==> config.mk <==
export PLATFORM = sky130hd
export DESIGN_NAME = raster_irq_ctrl
export DESIGN_NICKNAME = d
export VERILOG_FILES = /design/src/rtl/raster_irq_pkg.sv /design/src/rtl/irq_cfg_regs.sv /design/src/rtl/irq_line_match.sv /design/src/rtl/irq_sticky_status.sv /design/src/rtl/raster_irq_ctrl.sv
export SDC_FILE = /design/constraint.sdc
export NUM_CORES = 1
export LEC_CHECK = 0
export ABC_AREA = 1
export BUFFER_PORTS_ARGS = -buffer_cell sky130_fd_sc_hd__buf_2
export CORE_MARGIN = 3
export CORE_UTILIZATION = 30
export CTS_BUF_LIST = sky130_fd_sc_hd__clkbuf_2
export DETAILED_ROUTE_END_ITERATION = 16
export SYNTH_ARGS = -nofsm -noshare
export SYNTH_HDL_FRONTEND = slang
export SYNTH_SLANG_ARGS = --single-unit
==> constraint.sdc <==
create_clock -name clk -period 0.8 [get_ports clk]
set_input_delay 0.04 -clock clk [delete_from_list [all_inputs] [get_ports clk]]
set_output_delay 0.04 -clock clk [all_outputs]
set_load 0.05 [all_outputs]
==> src/rtl/raster_irq_pkg.sv <==
package raster_irq_pkg;
  localparam int unsigned DATA_W     = 8;
  localparam int unsigned ADDR_W     = 2;
  localparam int unsigned LINE_W     = 9;
  localparam int unsigned NUM_SRC    = 4;
  localparam int unsigned NUM_STICKY = 3;

  // Source bit positions, shared by enable and status registers
  localparam int unsigned SRC_VSYNC = 0;
  localparam int unsigned SRC_LINE  = 1;
  localparam int unsigned SRC_COLL  = 2;
  localparam int unsigned SRC_AUD   = 3;

  // Enable register extra fields
  localparam int unsigned EN_SCAN_HI = 6;
  localparam int unsigned EN_CMP_HI  = 7;

  typedef enum logic [ADDR_W-1:0] {
    RA_ENABLE = 2'd0,
    RA_STATUS = 2'd1,
    RA_LINE   = 2'd2,
    RA_RSVD   = 2'd3
  } reg_addr_e;
endpackage

==> src/rtl/irq_cfg_regs.sv <==
module irq_cfg_regs
  import raster_irq_pkg::*;
(
  input  logic              clk,
  input  logic              rst_n,
  input  logic              wr_en_i,
  input  logic              wr_line_i,
  input  logic [DATA_W-1:0] wdata_i,
  output logic [NUM_SRC-1:0] en_q,
  output logic [LINE_W-1:0]  cmp_q
);
  logic [NUM_SRC-1:0] en_d;
  logic [LINE_W-1:0]  cmp_d;
  logic               cmp_ce;

  always_comb begin
    en_d   = en_q;
    cmp_d  = cmp_q;
    cmp_ce = wr_en_i | wr_line_i;
    if (wr_en_i) begin
      en_d             = wdata_i[NUM_SRC-1:0];
      cmp_d[LINE_W-1]  = wdata_i[EN_CMP_HI];
    end
    if (wr_line_i) begin
      cmp_d[DATA_W-1:0] = wdata_i;
    end
  end

  always_ff @(posedge clk or negedge rst_n) begin
    if (!rst_n) begin
      en_q  <= '0;
      cmp_q <= '0;
    end else begin
      if (wr_en_i) en_q  <= en_d;
      if (cmp_ce)  cmp_q <= cmp_d;
    end
  end
endmodule

==> src/rtl/irq_line_match.sv <==
module irq_line_match
  import raster_irq_pkg::*;
(
  input  logic              clk,
  input  logic              rst_n,
  input  logic [LINE_W-1:0] scanline_i,
  input  logic [LINE_W-1:0] cmp_i,
  output logic              hit_o
);
  logic [LINE_W-1:0] prev_q;
  logic              vld_q;
  logic              moved;

  assign moved = vld_q && (scanline_i != prev_q);
  assign hit_o = moved && (scanline_i == cmp_i);

  always_ff @(posedge clk or negedge rst_n) begin
    if (!rst_n) begin
      prev_q <= '0;
      vld_q  <= 1'b0;
    end else begin
      prev_q <= scanline_i;
      vld_q  <= 1'b1;
    end
  end
endmodule

==> src/rtl/irq_sticky_status.sv <==
module irq_sticky_status
  import raster_irq_pkg::*;
(
  input  logic                  clk,
  input  logic                  rst_n,
  input  logic [NUM_STICKY-1:0] set_i,
  input  logic [NUM_STICKY-1:0] clr_i,
  output logic [NUM_STICKY-1:0] sts_q
);
  for (genvar g = 0; g < NUM_STICKY; g++) begin : g_bit
    logic ce;
    logic d;
    always_comb begin
      ce = set_i[g] | clr_i[g];
      d  = set_i[g];   // set has priority over clear
    end
    always_ff @(posedge clk or negedge rst_n) begin
      if (!rst_n)  sts_q[g] <= 1'b0;
      else if (ce) sts_q[g] <= d;
    end
  end
endmodule

==> src/rtl/raster_irq_ctrl.sv <==
module raster_irq_ctrl
  import raster_irq_pkg::*;
(
  input  logic              clk,
  input  logic              rst_n,
  input  logic              bus_wr,
  input  logic [ADDR_W-1:0] bus_addr,
  input  logic [DATA_W-1:0] bus_wdata,
  output logic [DATA_W-1:0] bus_rdata,
  input  logic              vsync_pulse,
  input  logic              coll_pulse,
  input  logic              aud_low,
  input  logic [LINE_W-1:0] scanline,
  output logic              irq
);
  logic [NUM_SRC-1:0]    en_q;
  logic [LINE_W-1:0]     cmp_q;
  logic [NUM_STICKY-1:0] sts_q;
  logic [NUM_STICKY-1:0] sts_set;
  logic [NUM_STICKY-1:0] sts_clr;
  logic [NUM_SRC-1:0]    pend;
  logic                  line_hit;
  logic                  wr_enable;
  logic                  wr_status;
  logic                  wr_line;

  always_comb begin
    wr_enable = bus_wr && (bus_addr == RA_ENABLE);
    wr_status = bus_wr && (bus_addr == RA_STATUS);
    wr_line   = bus_wr && (bus_addr == RA_LINE);
  end

  irq_cfg_regs u_cfg (
    .clk       (clk),
    .rst_n     (rst_n),
    .wr_en_i   (wr_enable),
    .wr_line_i (wr_line),
    .wdata_i   (bus_wdata),
    .en_q      (en_q),
    .cmp_q     (cmp_q)
  );

  irq_line_match u_match (
    .clk        (clk),
    .rst_n      (rst_n),
    .scanline_i (scanline),
    .cmp_i      (cmp_q),
    .hit_o      (line_hit)
  );

  always_comb begin
    sts_set            = '0;
    sts_set[SRC_VSYNC] = vsync_pulse;
    sts_set[SRC_LINE]  = line_hit;
    sts_set[SRC_COLL]  = coll_pulse;
    sts_clr            = wr_status ? bus_wdata[NUM_STICKY-1:0] : '0;
  end

  irq_sticky_status u_sts (
    .clk   (clk),
    .rst_n (rst_n),
    .set_i (sts_set),
    .clr_i (sts_clr),
    .sts_q (sts_q)
  );

  always_comb begin
    pend                   = '0;
    pend[NUM_STICKY-1:0]   = sts_q;
    pend[SRC_AUD]          = aud_low;
    irq                    = |(pend & en_q);
  end

  always_comb begin
    bus_rdata = '0;
    unique case (bus_addr)
      RA_ENABLE: begin
        bus_rdata[NUM_SRC-1:0] = en_q;
        bus_rdata[EN_SCAN_HI]  = scanline[LINE_W-1];
      end
      RA_STATUS: bus_rdata[NUM_SRC-1:0] = pend;
      RA_LINE:   bus_rdata = scanline[DATA_W-1:0];
      default:   bus_rdata = '0;
    endcase
  end
endmodule

=== Yosys cells after proc, flatten, opt, wreduce, memory -nomap -nowiden ===
Index checks and enable logic that the tools add are counted.

* Reduce and logical (&&, ||, !) cells: 9
* Bitwise gates (word level): 5
* Mux-type cells: 5
* Equality and inequality tests: 4

{| class="wikitable"
|+ Operator list
! cell !! number
|-
| one-hot mux 4 bit (3 select lines) || 1
|-
| == test 9 bit || 1
|-
| inequality test 9 bit || 1
|-
| logical AND 1 bit || 5
|-
| bitwise AND 4 bit || 1
|-
| bitwise OR 1 bit || 4
|-
| AND reduction 2 bit || 2
|-
| OR reduction 4 bit || 1
|-
| 2-to-1 mux 3 bit || 1
|-
| == test 2 x 1 -> 1 bit (second input constant) || 1
|-
| == test 2 bit (second input constant) || 1
|-
| zero test 2 bit || 1
|-
| 2-to-1 mux 2 bit || 1
|-
| one-hot mux 1 bit (2 select lines) || 1
|-
| 2-to-1 mux 1 bit || 1
|}

* Logic and storage cells: 31
* Input port bits: 25
* Bits in registers: 26
* Output and inout bits: 9

=== Longest topological paths before layout ===
* Word-level depth: 4
* Mapped depth: 8
* Gate-level depth less buffers: 8

=== Cells and area by module ===
From an unflattened synthesis, not the netlist that was laid out.

* Cell total of the unflattened synthesis: 196
* Area total of the unflattened synthesis: 1448.9 sq um

{| class="wikitable"
|+ By module, submodules not included
! module !! cells each !! area each (sq um) !! times used !! seq. area each (sq um)
|-
| irq_line_match || 80 || 563.0 || 1 || 250.2
|-
| irq_cfg_regs || 55 || 490.5 || 1 || 325.3
|-
| raster_irq_ctrl || 46 || 275.3 || 1 || 0.0
|-
| irq_sticky_status || 15 || 120.1 || 1 || 75.1
|}

=== Worst setup path before layout ===
No wires, ideal clock.

* Path kind: in2out
* Start: input port bus_addr[1]
* End: output port bus_rdata[6]
* Arrival time: 1.452 ns
* Path buffers: 0
* Setup slack: -0.692 ns
* Data required time: 0.760 ns
* Stages on the path: 3
* Cells stage by stage: nor2_1 -> inv_1 -> o21ai_0

* Word-level cells in the longest chain between the ends: 2
* Elaborated cells on any way between the ends: 3
* Classes of those cells: eq/ne: 1; mux: 1; reduce/logical: 1

{| class="wikitable"
|+ Ends and longest elaborated chain
! element !! line !! text
|-
| start: declaration || raster_irq_ctrl.sv:7 || <nowiki>input logic [ADDR_W-1:0] bus_addr,</nowiki>
|-
| == test 2 bit / zero test 2 bit (equally long branches) || raster_irq_ctrl.sv:76 || <nowiki>unique case (bus_addr)</nowiki>
|-
| one-hot mux 1 bit (2 select lines) * || raster_irq_ctrl.sv:76 ||
|-
| end: declaration || raster_irq_ctrl.sv:9 || <nowiki>output logic [DATA_W-1:0] bus_rdata,</nowiki>
|}

Every way passes the cells marked *; elsewhere a longest branch is shown, timed or not.

=== Worst setup path after layout ===
* Start: register u_sts.sts_q[1]
* End: output port irq

* Word-level cells in the longest chain between the ends: 2

{| class="wikitable"
|+ Ends and longest elaborated chain
! element !! line !! text
|-
| start: declaration || irq_sticky_status.sv:8 || <nowiki>output logic [NUM_STICKY-1:0] sts_q</nowiki>
|-
| start signal: indexed assignment || irq_sticky_status.sv:18 || <nowiki>if (!rst_n) sts_q[g] <= 1'b0;</nowiki>
|-
| start signal: indexed assignment || irq_sticky_status.sv:19 || <nowiki>else if (ce) sts_q[g] <= d;</nowiki>
|-
| bitwise AND 4 bit || raster_irq_ctrl.sv:71 || <nowiki>irq = |(pend & en_q);</nowiki>
|-
| OR reduction 4 bit || raster_irq_ctrl.sv:71 ||
|-
| end: declaration || raster_irq_ctrl.sv:14 || <nowiki>output logic irq</nowiki>
|}

No other way between the ends.

==> flow_summary.yaml <==
synth:
  synth.cell_area_um2: 1280
  synthCells: 160
  yosysUniqueCellTypes: 17
  ys_ff_latch: 26
  yosysSeqAreaShare_pct: 51.0
  synth_warnings: 0
  syn_avg_cell_area_um2: 7.98
  syn_nets: 185
sta:
  fmax_mhz: 819
  maxSlewViolCount: 0
  rsz0062_at_grt: "yes"
  post-route-period-util_pct: 153
  worst_clock_skew_ns: 0.00318
  setup_slack_ns: -0.422
  finalCriticalPeriod_ns: 1.22
  setup_viol: 8
  hold_viol_final: 0
worst_setup_path:
  required_ns: 0.76
  crit_type: "flop to output port"
  endpoint_kind: "output port"
  crit_fanout: 3
  start_kind: "flop"
  cp.arrival_ns: 1.18
flow_run:
  maxCapViolations: 0
route:
  drt_iter0_drc: 52
  drc_errors: 0
  drtPass1Iterations: 4
  drt_wl_total_um: 3130
  viasPerCell: 4.24
  wl_per_cell_um: 11.1
  ant_nets: 0
  dr_total_vias: 1199
clocking:
  clkLatencyLatePin_ns: 0.34
  clockRootBuffer: "clkbuf_2"
  cts_tree: "done"
  htree_levels: 1
  cts_buffers: 3
  path_clk_slew_ns: 0.21
  clockBufferDepth: 2
  clock_sinks: 26
grt:
  grt_pass1_vias: 1208
  grt.total_usage_pct: 13.5
  grt_max_degree: 27
  grt_pass1_wl_um: 5440
  overflow: 0
  grt_antenna_before_repair: 0
die:
  std_cell_rows: 23
  coreArea_um2: 4060
  die_area_um2: 5070
  dieWidth_um: 71.2
  start_util_pct: 31.5
  fp.dieH_um: 71.2
  ios: 34
place:
  detailedPlace.worstSlack_ns: -0.216
  io_buffers: 33
  gp_congestion: 0.764
  hpwl_um: 2390
  dpl_cell_area_um2: 1650
  dpl.cell_count: 255
layout:
  diodes: 0
  syn2layout_area_growth_pct: 55.1
  post-route-cell-area_um2: 1980
  n_fill_cell: 413
  nets: 260
  layout-drive-gt1-share_pct: 30.5
  final_cell_count_no_fill: 283
run_status:
  violations: "setup timing"
  status: "finished with violations"
power_and_ir_drop:
  irDropWorstVdd_uv: 554
  power.leakage_nw: 1.04
  finalPower_w: 0.00300
  powerDensity_nw_per_um2: 1520
hold_path:
  min_path_type: "input pin to flop"
[synthesized netlist by cell type (all sizes together)]
master | n | area, µm²
inv | 25 | 93.8
o2111ai | 1 | 8.76
nand2 | 55 | 214
o21ai | 14 | 70.1
o211ai | 3 | 22.5
dfrtp | 26 | 651
mux2 | 2 | 22.5
conb | 1 | 3.75
xor2 | 6 | 52.6
buf | 1 | 11.3
o21bai | 1 | 7.51
xnor2 | 4 | 35.0
nand3 | 3 | 15.0
a21oi | 1 | 5.00
nor2 | 17 | 63.8
[worst paths after layout]
path                                          endpoint  depth (start not counted)  slack, ns                        from
setup / recovery                                   irq                          3      -0.42  u_sts.sts_q[1]$_DFFE_PN0P_
max in group asynchronous   u_cfg.cmp_q[1]$_DFFE_PN0P_                          3       0.53                       rst_n
hold reg to reg             u_cfg.cmp_q[0]$_DFFE_PN0P_                          2       0.55  u_cfg.cmp_q[0]$_DFFE_PN0P_
setup reg to reg            u_sts.sts_q[1]$_DFFE_PN0P_                          7      -0.23  u_cfg.cmp_q[0]$_DFFE_PN0P_
min in group asynchronous  u_match.prev_q[1]$_DFF_PN0_                          3       0.12                       rst_n
hold / removal               u_cfg.en_q[2]$_DFFE_PN0P_                          3       0.09                      bus_wr
[metrics by stage]
stage	util (%)	setup TNS, ns	hold slack, ns
2_1_floorplan	-	-1.21	-0.256
3_3_place_gp	40.8	-3.10	-0.00611
3_5_place_dp	40.8	-3.35	-0.00447
4_1_cts	47.5	-2.41	0.0744
5_1_grt	48.8	-3.02	0.0981
6_report	48.8	-2.34	0.0870
[final cells by class]
class                   count  area [µm²]  share of cell area [%]
flip-flops and latches     26         651                    32.9
well taps                  50        62.6                    3.16
inverters                  25         110                    5.56
clock buffers               3        15.0                   0.759
multi-input cells         108         577                    29.1
repair buffers             71         564                    28.5
[power breakdown]
part	internal [W]	total (W)	switching [W]
combinational	0.000467	0.000984	0.000517
clock	0.000102	0.000466	0.000364
sequential	0.00145	0.00155	0.0000978
total	0.00202	0.00300	0.000978
[layer usage]
layer / vias to the layer above / wire length, µm / track usage (%)
met2: 18 / 1530 / 22.7
met5: - / 0 / 0
met4: 0 / 45 / 5.01
met3: 4 / 113 / 1.96
li1: 635 / - / -
met1: 542 / 1450 / 17.8
[cells in the final DEF (no fill, tap or decap)]
master | synthesis | routed
mux2_4 | 0 | 1
o21ai_0 | 14 | 10
buf_12 | 0 | 1
o211ai_1 | 3 | 3
inv_16 | 0 | 1
buf_2 | 0 | 23
mux2_2 | 2 | 1
buf_4 | 0 | 20
nand2_1 | 52 | 49
xnor2_1 | 4 | 4
nand2_8 | 0 | 1
a21oi_1 | 1 | 1
o21ai_1 | 0 | 4
nor2_2 | 0 | 2
dfrtp_1 | 26 | 26
buf_6 | 1 | 7
nand2_2 | 3 | 5
nand3_2 | 0 | 1
inv_1 | 24 | 22
dlygate4sd3_1 | 0 | 20
clkbuf_2 | 0 | 3
inv_2 | 1 | 2
nand3_1 | 3 | 2
nor2_1 | 17 | 13
nor2_4 | 0 | 2
xor2_1 | 6 | 6
o21bai_1 | 1 | 1
o2111ai_2 | 0 | 1
conb_1 | 1 | 1
[registers in the layout, summed over array words and instances (netlist names)]
signal	count
u_match.prev_q	9
u_sts.sts_q	3
u_match.vld_q	1
u_cfg.en_q	4
u_cfg.cmp_q	9
[critical path, cell delays in order (launching register included)]
cell	delay [ns]
dfrtp_1	0.46
nand2_2	0.09
o2111ai_2	0.12
buf_6	0.17
[kinds of logic after synthesis]
group / Yosys count / share of synthesized area [%]
simple gates: 75 / 22.9
other cells: 1 / 0.294
compound gates: 20 / 8.92
xor+xnor: 10 / 6.86
flops: 26 / 51.0
buf+inv: 26 / 8.24
mux: 2 / 1.76
[what timing repair did]
item,CTS,global route
gates resized for setup,15,11
hold buffers,20,0
hold endpoints to repair,50,0
setup buffers,2,4
setup endpoints to repair,10,13
pin swaps,11,4
(Power assumes the default switching activity.)
